$ cat config.mk
export PLATFORM = sky130hd
export DESIGN_NAME = ts_record_queue
export DESIGN_NICKNAME = d
export VERILOG_FILES = /design/src/rtl/ts_queue_pkg.sv /design/src/rtl/ts_rec_store.sv /design/src/rtl/ts_word_reader.sv /design/src/rtl/ts_status_reg.sv /design/src/rtl/ts_record_queue.sv
export SDC_FILE = /design/constraint.sdc
export NUM_CORES = 1
export LEC_CHECK = 0
export BUFFER_PORTS_ARGS = -buffer_cell sky130_fd_sc_hd__buf_2
export CORE_UTILIZATION = 58
export CTS_BUF_LIST = sky130_fd_sc_hd__clkbuf_16
export DETAILED_ROUTE_END_ITERATION = 10
export PLACE_DENSITY = 0.78
export SLEW_MARGIN = 20
export SYNTH_ARGS = -nofsm -noshare
export SYNTH_HDL_FRONTEND = slang
export SYNTH_SLANG_ARGS = --single-unit
$ cat constraint.sdc
create_clock -name clk -period 54.2 [get_ports clk]
set_input_delay 5.42 -clock clk [delete_from_list [all_inputs] [get_ports clk]]
set_output_delay 5.42 -clock clk [all_outputs]
set_load 0.03 [all_outputs]
$ cat src/rtl/ts_queue_pkg.sv
package ts_queue_pkg;
    localparam int WORD_W   = 16;
    localparam int TAG_W    = 16;
    localparam int SEC_W    = 48;
    localparam int NSEC_W   = 32;
    localparam int CLKID_W  = 64;
    localparam int PORTN_W  = 16;
    localparam int SEQ_W    = 16;
    localparam int REC_W    = TAG_W + SEC_W + NSEC_W + CLKID_W + PORTN_W + SEQ_W;
    localparam int REC_WORDS = REC_W / WORD_W;
    localparam int POS_W    = 5;
    localparam int DISC_W   = 4;

    // First member is most significant: the host reads from the top down.
    typedef struct packed {
        logic [TAG_W-1:0]   tag;
        logic [SEC_W-1:0]   sec;
        logic [NSEC_W-1:0]  nsec;
        logic [CLKID_W-1:0] clkid;
        logic [PORTN_W-1:0] portn;
        logic [SEQ_W-1:0]   seq;
    } ts_rec_t;

    typedef struct packed {
        logic              enable;
        logic [1:0]        rsvd_hi;
        logic [POS_W-1:0]  pos;
        logic [DISC_W-1:0] disc;
        logic [3:0]        rsvd_lo;
    } ts_status_t;

    function automatic logic [WORD_W-1:0] word_at(ts_rec_t r, logic [POS_W-1:0] k);
        logic [REC_W-1:0] flat;
        flat = r;
        flat = flat << (WORD_W * int'(k));
        return flat[REC_W-1 -: WORD_W];
    endfunction
endpackage

$ cat src/rtl/ts_rec_store.sv
module ts_rec_store
    import ts_queue_pkg::*;
#(
    parameter int DEPTH = 8
) (
    input  logic    clk,
    input  logic    rst,
    input  logic    push,
    input  logic    pop,
    input  ts_rec_t din,
    output ts_rec_t head,
    output logic    empty,
    output logic    full,
    output logic    dropped
);
    localparam int AW = (DEPTH > 1) ? $clog2(DEPTH) : 1;
    localparam int CW = $clog2(DEPTH + 1);

    ts_rec_t         mem [DEPTH];
    logic [AW-1:0]   wp, rp;
    logic [CW-1:0]   cnt;
    logic            wr_en, rd_en;

    assign empty   = (cnt == '0);
    assign full    = (cnt == CW'(DEPTH));
    assign rd_en   = pop && !empty;
    assign wr_en   = push && (!full || rd_en);
    assign dropped = push && full && !rd_en;
    assign head    = mem[rp];

    always_ff @(posedge clk) begin
        if (wr_en) mem[wp] <= din;
    end

    always_ff @(posedge clk) begin
        if (rst) begin
            wp  <= '0;
            rp  <= '0;
            cnt <= '0;
        end else begin
            if (wr_en) wp <= (wp == AW'(DEPTH - 1)) ? '0 : wp + 1'b1;
            if (rd_en) rp <= (rp == AW'(DEPTH - 1)) ? '0 : rp + 1'b1;
            case ({wr_en, rd_en})
                2'b10:   cnt <= cnt + 1'b1;
                2'b01:   cnt <= cnt - 1'b1;
                default: cnt <= cnt;
            endcase
        end
    end

    a_r8_no_overflow: assert property (@(posedge clk) disable iff (rst)
        cnt <= CW'(DEPTH));
    a_r9_full_swap: assert property (@(posedge clk) disable iff (rst)
        (push && pop && full) |=> full);
endmodule

$ cat src/rtl/ts_word_reader.sv
module ts_word_reader
    import ts_queue_pkg::*;
(
    input  logic              clk,
    input  logic              rst,
    input  logic              strobe,
    input  logic              empty,
    input  ts_rec_t           head,
    output logic [POS_W-1:0]  pos,
    output logic [WORD_W-1:0] word,
    output logic              pop
);
    localparam logic [POS_W-1:0] LAST = POS_W'(REC_WORDS - 1);

    assign pop  = strobe && !empty && (pos == LAST);
    assign word = empty ? '0 : word_at(head, pos);

    always_ff @(posedge clk) begin
        if (rst) begin
            pos <= '0;
        end else if (strobe && !empty) begin
            pos <= (pos == LAST) ? '0 : pos + 1'b1;
        end
    end

    a_r3_pos_bound: assert property (@(posedge clk) disable iff (rst)
        pos <= LAST);
    a_r3_wrap: assert property (@(posedge clk) disable iff (rst)
        (strobe && !empty && pos == LAST) |=> pos == '0);
    a_r7_empty_hold: assert property (@(posedge clk) disable iff (rst)
        (strobe && empty) |=> $stable(pos));
endmodule

$ cat src/rtl/ts_status_reg.sv
module ts_status_reg
    import ts_queue_pkg::*;
(
    input  logic              clk,
    input  logic              rst,
    input  logic              wr,
    input  logic              wr_enable,
    input  logic              dropped,
    output logic              enable,
    output logic [DISC_W-1:0] disc
);
    localparam logic [DISC_W-1:0] DMAX = '1;

    always_ff @(posedge clk) begin
        if (rst) begin
            enable <= 1'b0;
            disc   <= '0;
        end else if (wr) begin
            enable <= wr_enable;
            disc   <= '0;
        end else if (dropped && disc != DMAX) begin
            disc <= disc + 1'b1;
        end
    end

    a_r5_saturate: assert property (@(posedge clk) disable iff (rst)
        (disc == DMAX && !wr) |=> disc == DMAX);
    a_r6_clear: assert property (@(posedge clk) disable iff (rst)
        wr |=> disc == '0);
endmodule

$ cat src/rtl/ts_record_queue.sv
module ts_record_queue
    import ts_queue_pkg::*;
#(
    parameter int DEPTH = 8
) (
    input  logic         clk,
    input  logic         rst,
    input  logic         cap_valid,
    input  logic [15:0]  cap_tag,
    input  logic [47:0]  cap_sec,
    input  logic [31:0]  cap_nsec,
    input  logic [63:0]  cap_clkid,
    input  logic [15:0]  cap_port,
    input  logic [15:0]  cap_seq,
    input  logic         host_rd,
    input  logic         stat_wr,
    input  logic         stat_wr_enable,
    output logic [15:0]  host_data,
    output logic [15:0]  host_status,
    output logic         not_empty
);
    ts_rec_t           cap_rec, head;
    ts_status_t        stat;
    logic              empty, full, dropped, pop, enable, push;
    logic [POS_W-1:0]  pos;
    logic [DISC_W-1:0] disc;

    assign cap_rec = '{tag: cap_tag, sec: cap_sec, nsec: cap_nsec,
                       clkid: cap_clkid, portn: cap_port, seq: cap_seq};
    assign push    = cap_valid && enable;

    ts_rec_store #(.DEPTH(DEPTH)) u_store (
        .clk(clk), .rst(rst), .push(push), .pop(pop), .din(cap_rec),
        .head(head), .empty(empty), .full(full), .dropped(dropped)
    );

    ts_word_reader u_reader (
        .clk(clk), .rst(rst), .strobe(host_rd), .empty(empty), .head(head),
        .pos(pos), .word(host_data), .pop(pop)
    );

    ts_status_reg u_status (
        .clk(clk), .rst(rst), .wr(stat_wr), .wr_enable(stat_wr_enable),
        .dropped(dropped), .enable(enable), .disc(disc)
    );

    assign stat = '{enable: enable, rsvd_hi: 2'b00, pos: pos, disc: disc, rsvd_lo: 4'h0};
    assign host_status = stat;
    assign not_empty   = !empty;

    a_r4_gate: assert property (@(posedge clk) disable iff (rst)
        (!enable && !pop && empty) |=> empty);
    a_r10_flag_low: assert property (@(posedge clk) disable iff (rst)
        (!cap_valid && empty) |=> empty);
endmodule

==> results.json, run 1 <==
{
  "status": "completed",
  "portBuffers": 224,
  "r2r-start": "u_reader.pos[0]",
  "setup_viol_count_final": 0,
  "clock_sinks": 1559,
  "synth_seq_cells": 1559,
  "cts_resized": 0,
  "tns_ns": 0,
  "synth_top_area_frac": 0.773,
  "hold_viol": 0,
  "synth_top_area_cell": "edfxtp_1",
  "core_mm2": 0.102,
  "area_delta_synth_final_pct": 12.2,
  "cap_violations": 0,
  "synth_area_mm2": 0.0596,
  "cts.clk_slew.worst_paths_ns": 0.06,
  "critPathArrivalTime_ns": 6.07,
  "slew_headroom": 0.185,
  "post-route-util": 0.657,
  "worst_pin_slew_ns": 1.22,
  "path_common_cell": "buf_4",
  "dp_hpwl_um": 78600,
  "cts_root_buf": "clkbuf_16",
  "clock_latency_ns": 0.75,
  "grt_start_max_net_pins": 140,
  "synth-edff-count": 1536,
  "period_share": 0.212,
  "endpoint": "host_data[15]",
  "io_pins": 231,
  "path_class": "register to output pin",
  "ir_drop_uv": 27.1,
  "r2r_end": "u_store.mem[0][6]",
  "cts_tree": "done",
  "critPathSlowestCell": "buf_4",
  "dr.first_iter.drc_count": 4118,
  "fin_nets": 3116,
  "cp_max_fo": 45,
  "cts-htree-levels": 4,
  "final.fill_count": 6202,
  "grt_pass1_wl_um": 207000,
  "cp_num_buf_inv": 5,
  "critPathCaptureType": "output pin",
  "finalInstanceArea_mm2": 0.0669,
  "wl_um": 145000,
  "gp_congestion": 0.769,
  "hp-class": "register to register",
  "netlist_instances": 2624,
  "fmax_mhz": 87.0,
  "path_delay_family": "buffers and inverters",
  "yosys-top-cells-area": "edfxtp_1 (77%), mux4_2 (15%), mux2i_1 (1.2%), dfxtp_1 (0.77%), nand2_1 (0.60%)",
  "ant_nets": 0,
  "async_reset_ff_frac": 0,
  "rows": 117,
  "initial_core_util": 0.585,
  "drive_gt1_frac": 0.295,
  "grtUsageTotal": 0.281,
  "reg2reg_depth": 9,
  "die_area_mm2": 0.104,
  "ys_types": 57,
  "ys_seq_area_frac": 0.781,
  "vias_per_cell": 6.70,
  "final_cell_mix": "edfxtp_1 (1536), mux4_2 (384), buf_2 (224)",
  "leakage_nw": 20.9,
  "route.detailed.drc": 0,
  "layout_commonest_cell": "edfxtp_1",
  "grt_pass1_vias": 29900,
  "final.min_clock_period_ns": 11.49,
  "cts_made_buffers": 150,
  "wire_per_inst_um": 32.9,
  "die_x_um": 323,
  "hold_buffers": 0,
  "avgSynthCellArea_um2": 22.7,
  "postPlaceCellArea_mm2": 0.0621,
  "die_h_um": 323,
  "required_ns": 48.78,
  "crit_cells": 10,
  "dr.pass1.iters": 6,
  "clockBufferDepth": 3,
  "vias": 29600,
  "setup.worst_path.start_class": "register",
  "cts_setup_buffers": 0,
  "rsz0062_at_grt": "false",
  "grt_overflow": 0,
  "grt_antenna_before_repair": 60,
  "cpPeakStageDelay_ns": 0.80,
  "rrSetupSlack_ns": 48.92,
  "yosysWarnings": 0,
  "skew_ns": 0.0188,
  "crit_chain": "buf_16, buf_4, buf_4, buf_4, mux4_2, a22oi_1, nand3_1, nand4_1, o211ai_1, buf_2",
  "final-max-slew-violation-count": 0,
  "ys.flop_type": "edfxtp_1",
  "power_density_mw_per_mm2": 35.5
}
-- flip-flops by register name (all words and copies together) (netlist names), named ones only --
register	cells
u_store.cnt	4
u_store.wp	3
u_store.rp	3
u_status.disc	4
u_reader.pos	5
u_store.mem	1536
u_status.enable	1
-- worst min-delay path by stage --
stage	startpoint	end	slack (ns)	cells after the start
finish	u_store.rp[2]	register	0.50	2
global route	u_store.rp[1]	register	0.52	2
CTS	u_store.rp[2]	register	0.49	2
detailed placement	u_store.rp[2]	register	0.47	2
global placement	u_store.rp[1]	register	0.46	2
floorplan	u_store.rp[1]	register	0.45	2
-- worst register-to-register path, cell delays in order, from the launching register on --
cell	delay, ns
dfxtp_2	0.66
ha_1	0.28
nand4bb_1	0.13
or3_1	0.48
a21oi_4	0.23
inv_2	0.15
nor4_2	0.18
buf_4	0.76
buf_4	1.01
buf_4	0.94
-- cells by family after synthesis --
family,count (synthesis),synth area share
AO/OA/AOI/OAI,182,0.0221
XOR/XNOR,8,0.00118
adder cells (fa/ha/maj),9,0.00189
buffers and inverters,154,0.0165
flip-flops,1559,0.781
multiplexers,455,0.157
other,1,0.0000629
AND/OR/NAND/NOR,256,0.0202
-- layout make-up --
cell class                 instances  area [um^2]  area share
timing repair buffer             276         1650      0.0246
inverter                           6         23.8    0.000355
tap                             1368         1710      0.0256
multi-input combinational        916        12200       0.182
clock buffer                     155         3880      0.0580
sequential                      1559        46600       0.696
clock inverter                   115          832      0.0124
antenna                           23         57.6    0.000860
-- stage by stage --
| step | hold slack, ns | setup WS, ns | cells | power, mW |
|---|---|---|---|---|
| 5_1_grt | 0.520 | 42.28 | 4410 | 2.43 |
| 4_1_cts | 0.488 | 42.24 | 4393 | 2.38 |
| 3_5_place_dp | 0.473 | 43.08 | 4123 | 1.40 |
| 2_1_floorplan | 0.450 | 27.20 | 2629 | 1.37 |
| 3_3_place_gp | 0.456 | 43.23 | 4123 | 1.39 |
| 6_report | 0.501 | 42.71 | 4418 | 2.38 |
-- synthesized netlist by cell type (2+ instances only) --
library cell and instances:
o22ai_1 34, buf_4 46, nand2b_1 2, a32oi_1 17, o21ai_1 8, nor4b_1 2
mux4_2 384, nor3b_1 2, a31oi_1 2, nor2_1 68, nor3_1 9, or3b_2 2
xor2_1 7, ha_1 9, edfxtp_1 1536, inv_1 3, nor4b_2 2, a221oi_1 10
a211o_1 5, or3_1 5, buf_1 3, nor4_1 3, o211ai_1 8, buf_6 25
o2111ai_1 6, dfxtp_1 23, a211oi_1 8, o22a_1 7, nand4_1 6, a22oi_1 34
nor2b_1 4, inv_2 3, o21ai_0 14, clkbuf_1 39, nand3_1 41, and2_1 2
a21oi_1 14, a2111oi_0 11, nand2_1 95, mux2i_1 71, nand3b_1 5, buf_2 34
-- where the power goes --
| group | switching [mW] | leakage (nW) | internal [mW] |
|---|---|---|---|
| clock | 0.435 | 2.45 | 0.570 |
| sequential | 0.00190 | 14.0 | 1.33 |
| combinational | 0.0307 | 4.47 | 0.0119 |
| total | 0.468 | 20.9 | 1.91 |
-- per-layer routing --
layer	track usage	up-vias	part of all wire
li1	-	11800	-
met1	0.374	15500	0.36
met2	0.453	1978	0.50
met3	0.0692	351	0.10
met4	0.112	34	0.034
met5	0	-	0.0014
(Power assumes the default switching activity.)
==> run 2, diff against run 1 <==
Clock period 54.2 ns to 10.89 ns, I/O delays scaled along.
==> results.json, run 2 (synthesized netlist as in run 1, its figures left out) <==
{
  "status": "completed",
  "die_h_um": 323,
  "fin_nets": 3110,
  "fmax_mhz": 156,
  "path_class": "register to output pin",
  "hp-start": "u_store.rp[1]",
  "vias_per_cell": 6.62,
  "seq_area_mm2": 0.0466,
  "critPathArrivalTime_ns": 5.30,
  "portBuffers": 224,
  "grt_use_met2": 0.435,
  "cts.clk_slew.worst_paths_ns": 0.06,
  "internal-power_mw": 9.30,
  "top_regs": "u_store.mem x1536, u_reader.pos x5",
  "reg2reg_depth": 8,
  "worst_pin_slew_ns": 1.18,
  "period_share": 0.587,
  "pwr-share-seq": 0.569,
  "largest_register_ffs": 1536,
  "grt_pass1_vias": 29600,
  "fin_ws_ns": 4.50,
  "pre_cts_slack_ns": 5.47,
  "cp_max_fo": 125,
  "setup_viol_count_final": 0,
  "multi_input_area_mm2": 0.0122,
  "layout_commonest_cell": "edfxtp_1",
  "regMostFlops": "u_store.mem",
  "top_usage_layer": "met2",
  "core_mm2": 0.102,
  "cts_resized": 0,
  "drive_gt1_frac": 0.290,
  "route.detailed.drc": 0,
  "p_sw_frac": 0.201,
  "post-route-util": 0.655,
  "p_clk_frac": 0.413,
  "final-max-slew-violation-count": 0,
  "final.min_clock_period_ns": 6.39,
  "rows": 117,
  "power_mw": 11.6,
  "slew_headroom": 0.209,
  "dp_hpwl_um": 77300,
  "setup.worst_path.start_class": "register",
  "required_ns": 9.80,
  "grt_overflow": 0,
  "ant_nets": 0,
  "cts-htree-levels": 4,
  "final_cell_mix": "edfxtp_1 (1536), mux4_2 (384), buf_2 (224)",
  "critPathSlowestCell": "dfxtp_4",
  "grt_pass1_wl_um": 203000,
  "cts_setup_buffers": 0,
  "wl_um": 142000,
  "cap_violations": 0,
  "grt_start_max_net_pins": 139,
  "hp-class": "register to register",
  "cts_made_buffers": 149,
  "final.fill_count": 6253,
  "cpPeakStageDelay_ns": 0.93,
  "hold_buffers": 0,
  "clock_latency_ns": 0.77,
  "gp_congestion": 0.769,
  "postPlaceCellArea_mm2": 0.0621,
  "rrSetupSlack_ns": 6.41,
  "dr.first_iter.drc_count": 3732,
  "r2r_end": "u_store.mem[6][2]",
  "leakage_nw": 20.8,
  "initial_core_util": 0.585,
  "vias": 29200,
  "clockBufferDepth": 3,
  "grt_antenna_before_repair": 61,
  "met1_usage": 0.364,
  "clock_sinks": 1559,
  "min_path_cells": 2,
  "cts_root_buf": "clkbuf_16",
  "dr.pass1.iters": 6,
  "io_pins": 231,
  "finalInstanceArea_mm2": 0.0667,
  "crit_chain": "buf_12, buf_4, mux4_2, nor2_1, a2111oi_0, o21ai_1, nand3_1, buf_2",
  "fin_cells": 4410,
  "critPathCaptureType": "output pin",
  "power_density_mw_per_mm2": 174,
  "power_frac_comb": 0.018,
  "grtUsageTotal": 0.277,
  "cts_tree": "done",
  "hold_viol": 0,
  "ir_drop_uv": 125,
  "area_delta_synth_final_pct": 11.9,
  "skew_ns": 0.0483,
  "grtUsageMet3": 0.0831,
  "r2r-start": "u_reader.pos[0]",
  "switchingPower_mw": 2.34,
  "die_area_mm2": 0.104,
  "dp_cells": 4120,
  "wire_per_inst_um": 32.3,
  "die_x_um": 323,
  "rsz0062_at_grt": "false"
}
==> run 2: cell count changes in the layout (fill, tap and decap cells not counted), sizes merged <==
cell / change
clkbuf: -2
buf: -5
bufinv: -8
clkinv: +4
clkinvlp: -2
inv: +5
==> run 2: per-stage QoR <==
stage | TNS [ns] | hold WS (ns)
final | 0 | 0.503
after global routing | 0 | 0.528
after CTS | 0 | 0.508
after detailed placement | 0 | 0.492
after global placement | 0 | 0.457
after floorplan | -5420.66 | 0.450
==> run 2: worst max path at each step <==
stage	endpoint	slack [ns]
floorplan	u_store.mem[5][0]	-5.97
global placement	host_data[3]	5.48
detailed placement	host_data[11]	5.47
CTS	host_data[10]	4.55
global route	host_data[10]	4.23
finish	host_data[10]	4.50
==> run 2: power groups by stage <==
stage / clock network (mW) / registers (mW) / logic, mW
5_1_grt: 5.09 / 6.62 / 0.223
6_report: 4.81 / 6.62 / 0.208
2_1_floorplan: 0 / 6.76 / 0.0655
3_5_place_dp: 0 / 6.75 / 0.206
3_3_place_gp: 0 / 6.75 / 0.190
4_1_cts: 4.84 / 6.62 / 0.207
==> run 2: layout make-up <==
cell class | instances | area share
tap | 1368 | 0.0256
sequential | 1559 | 0.698
clock buffer | 153 | 0.0574
clock inverter | 114 | 0.0106
inverter | 6 | 0.000356
multi-input combinational | 916 | 0.183
timing repair buffer | 271 | 0.0241
antenna | 23 | 0.000862
==> run 2: routing by layer <==
layer  vias to the layer above  routed length [um]
li1                      11700                   -
met1                     15200               51700
met2                      1844               69400
met3                       322               15400
met4                        60                5320
met5                         -                 481
==> run 2: critical path, delay by kind of cell, from the launching register on <==
| family | cells | cell delay (ns) |
|---|---|---|
| flip-flops | 1 | 0.93 |
| buffers and inverters | 3 | 1.67 |
| multiplexers | 1 | 0.38 |
| AO/OA/AOI/OAI | 2 | 1.13 |
| AND/OR/NAND/NOR | 2 | 0.25 |
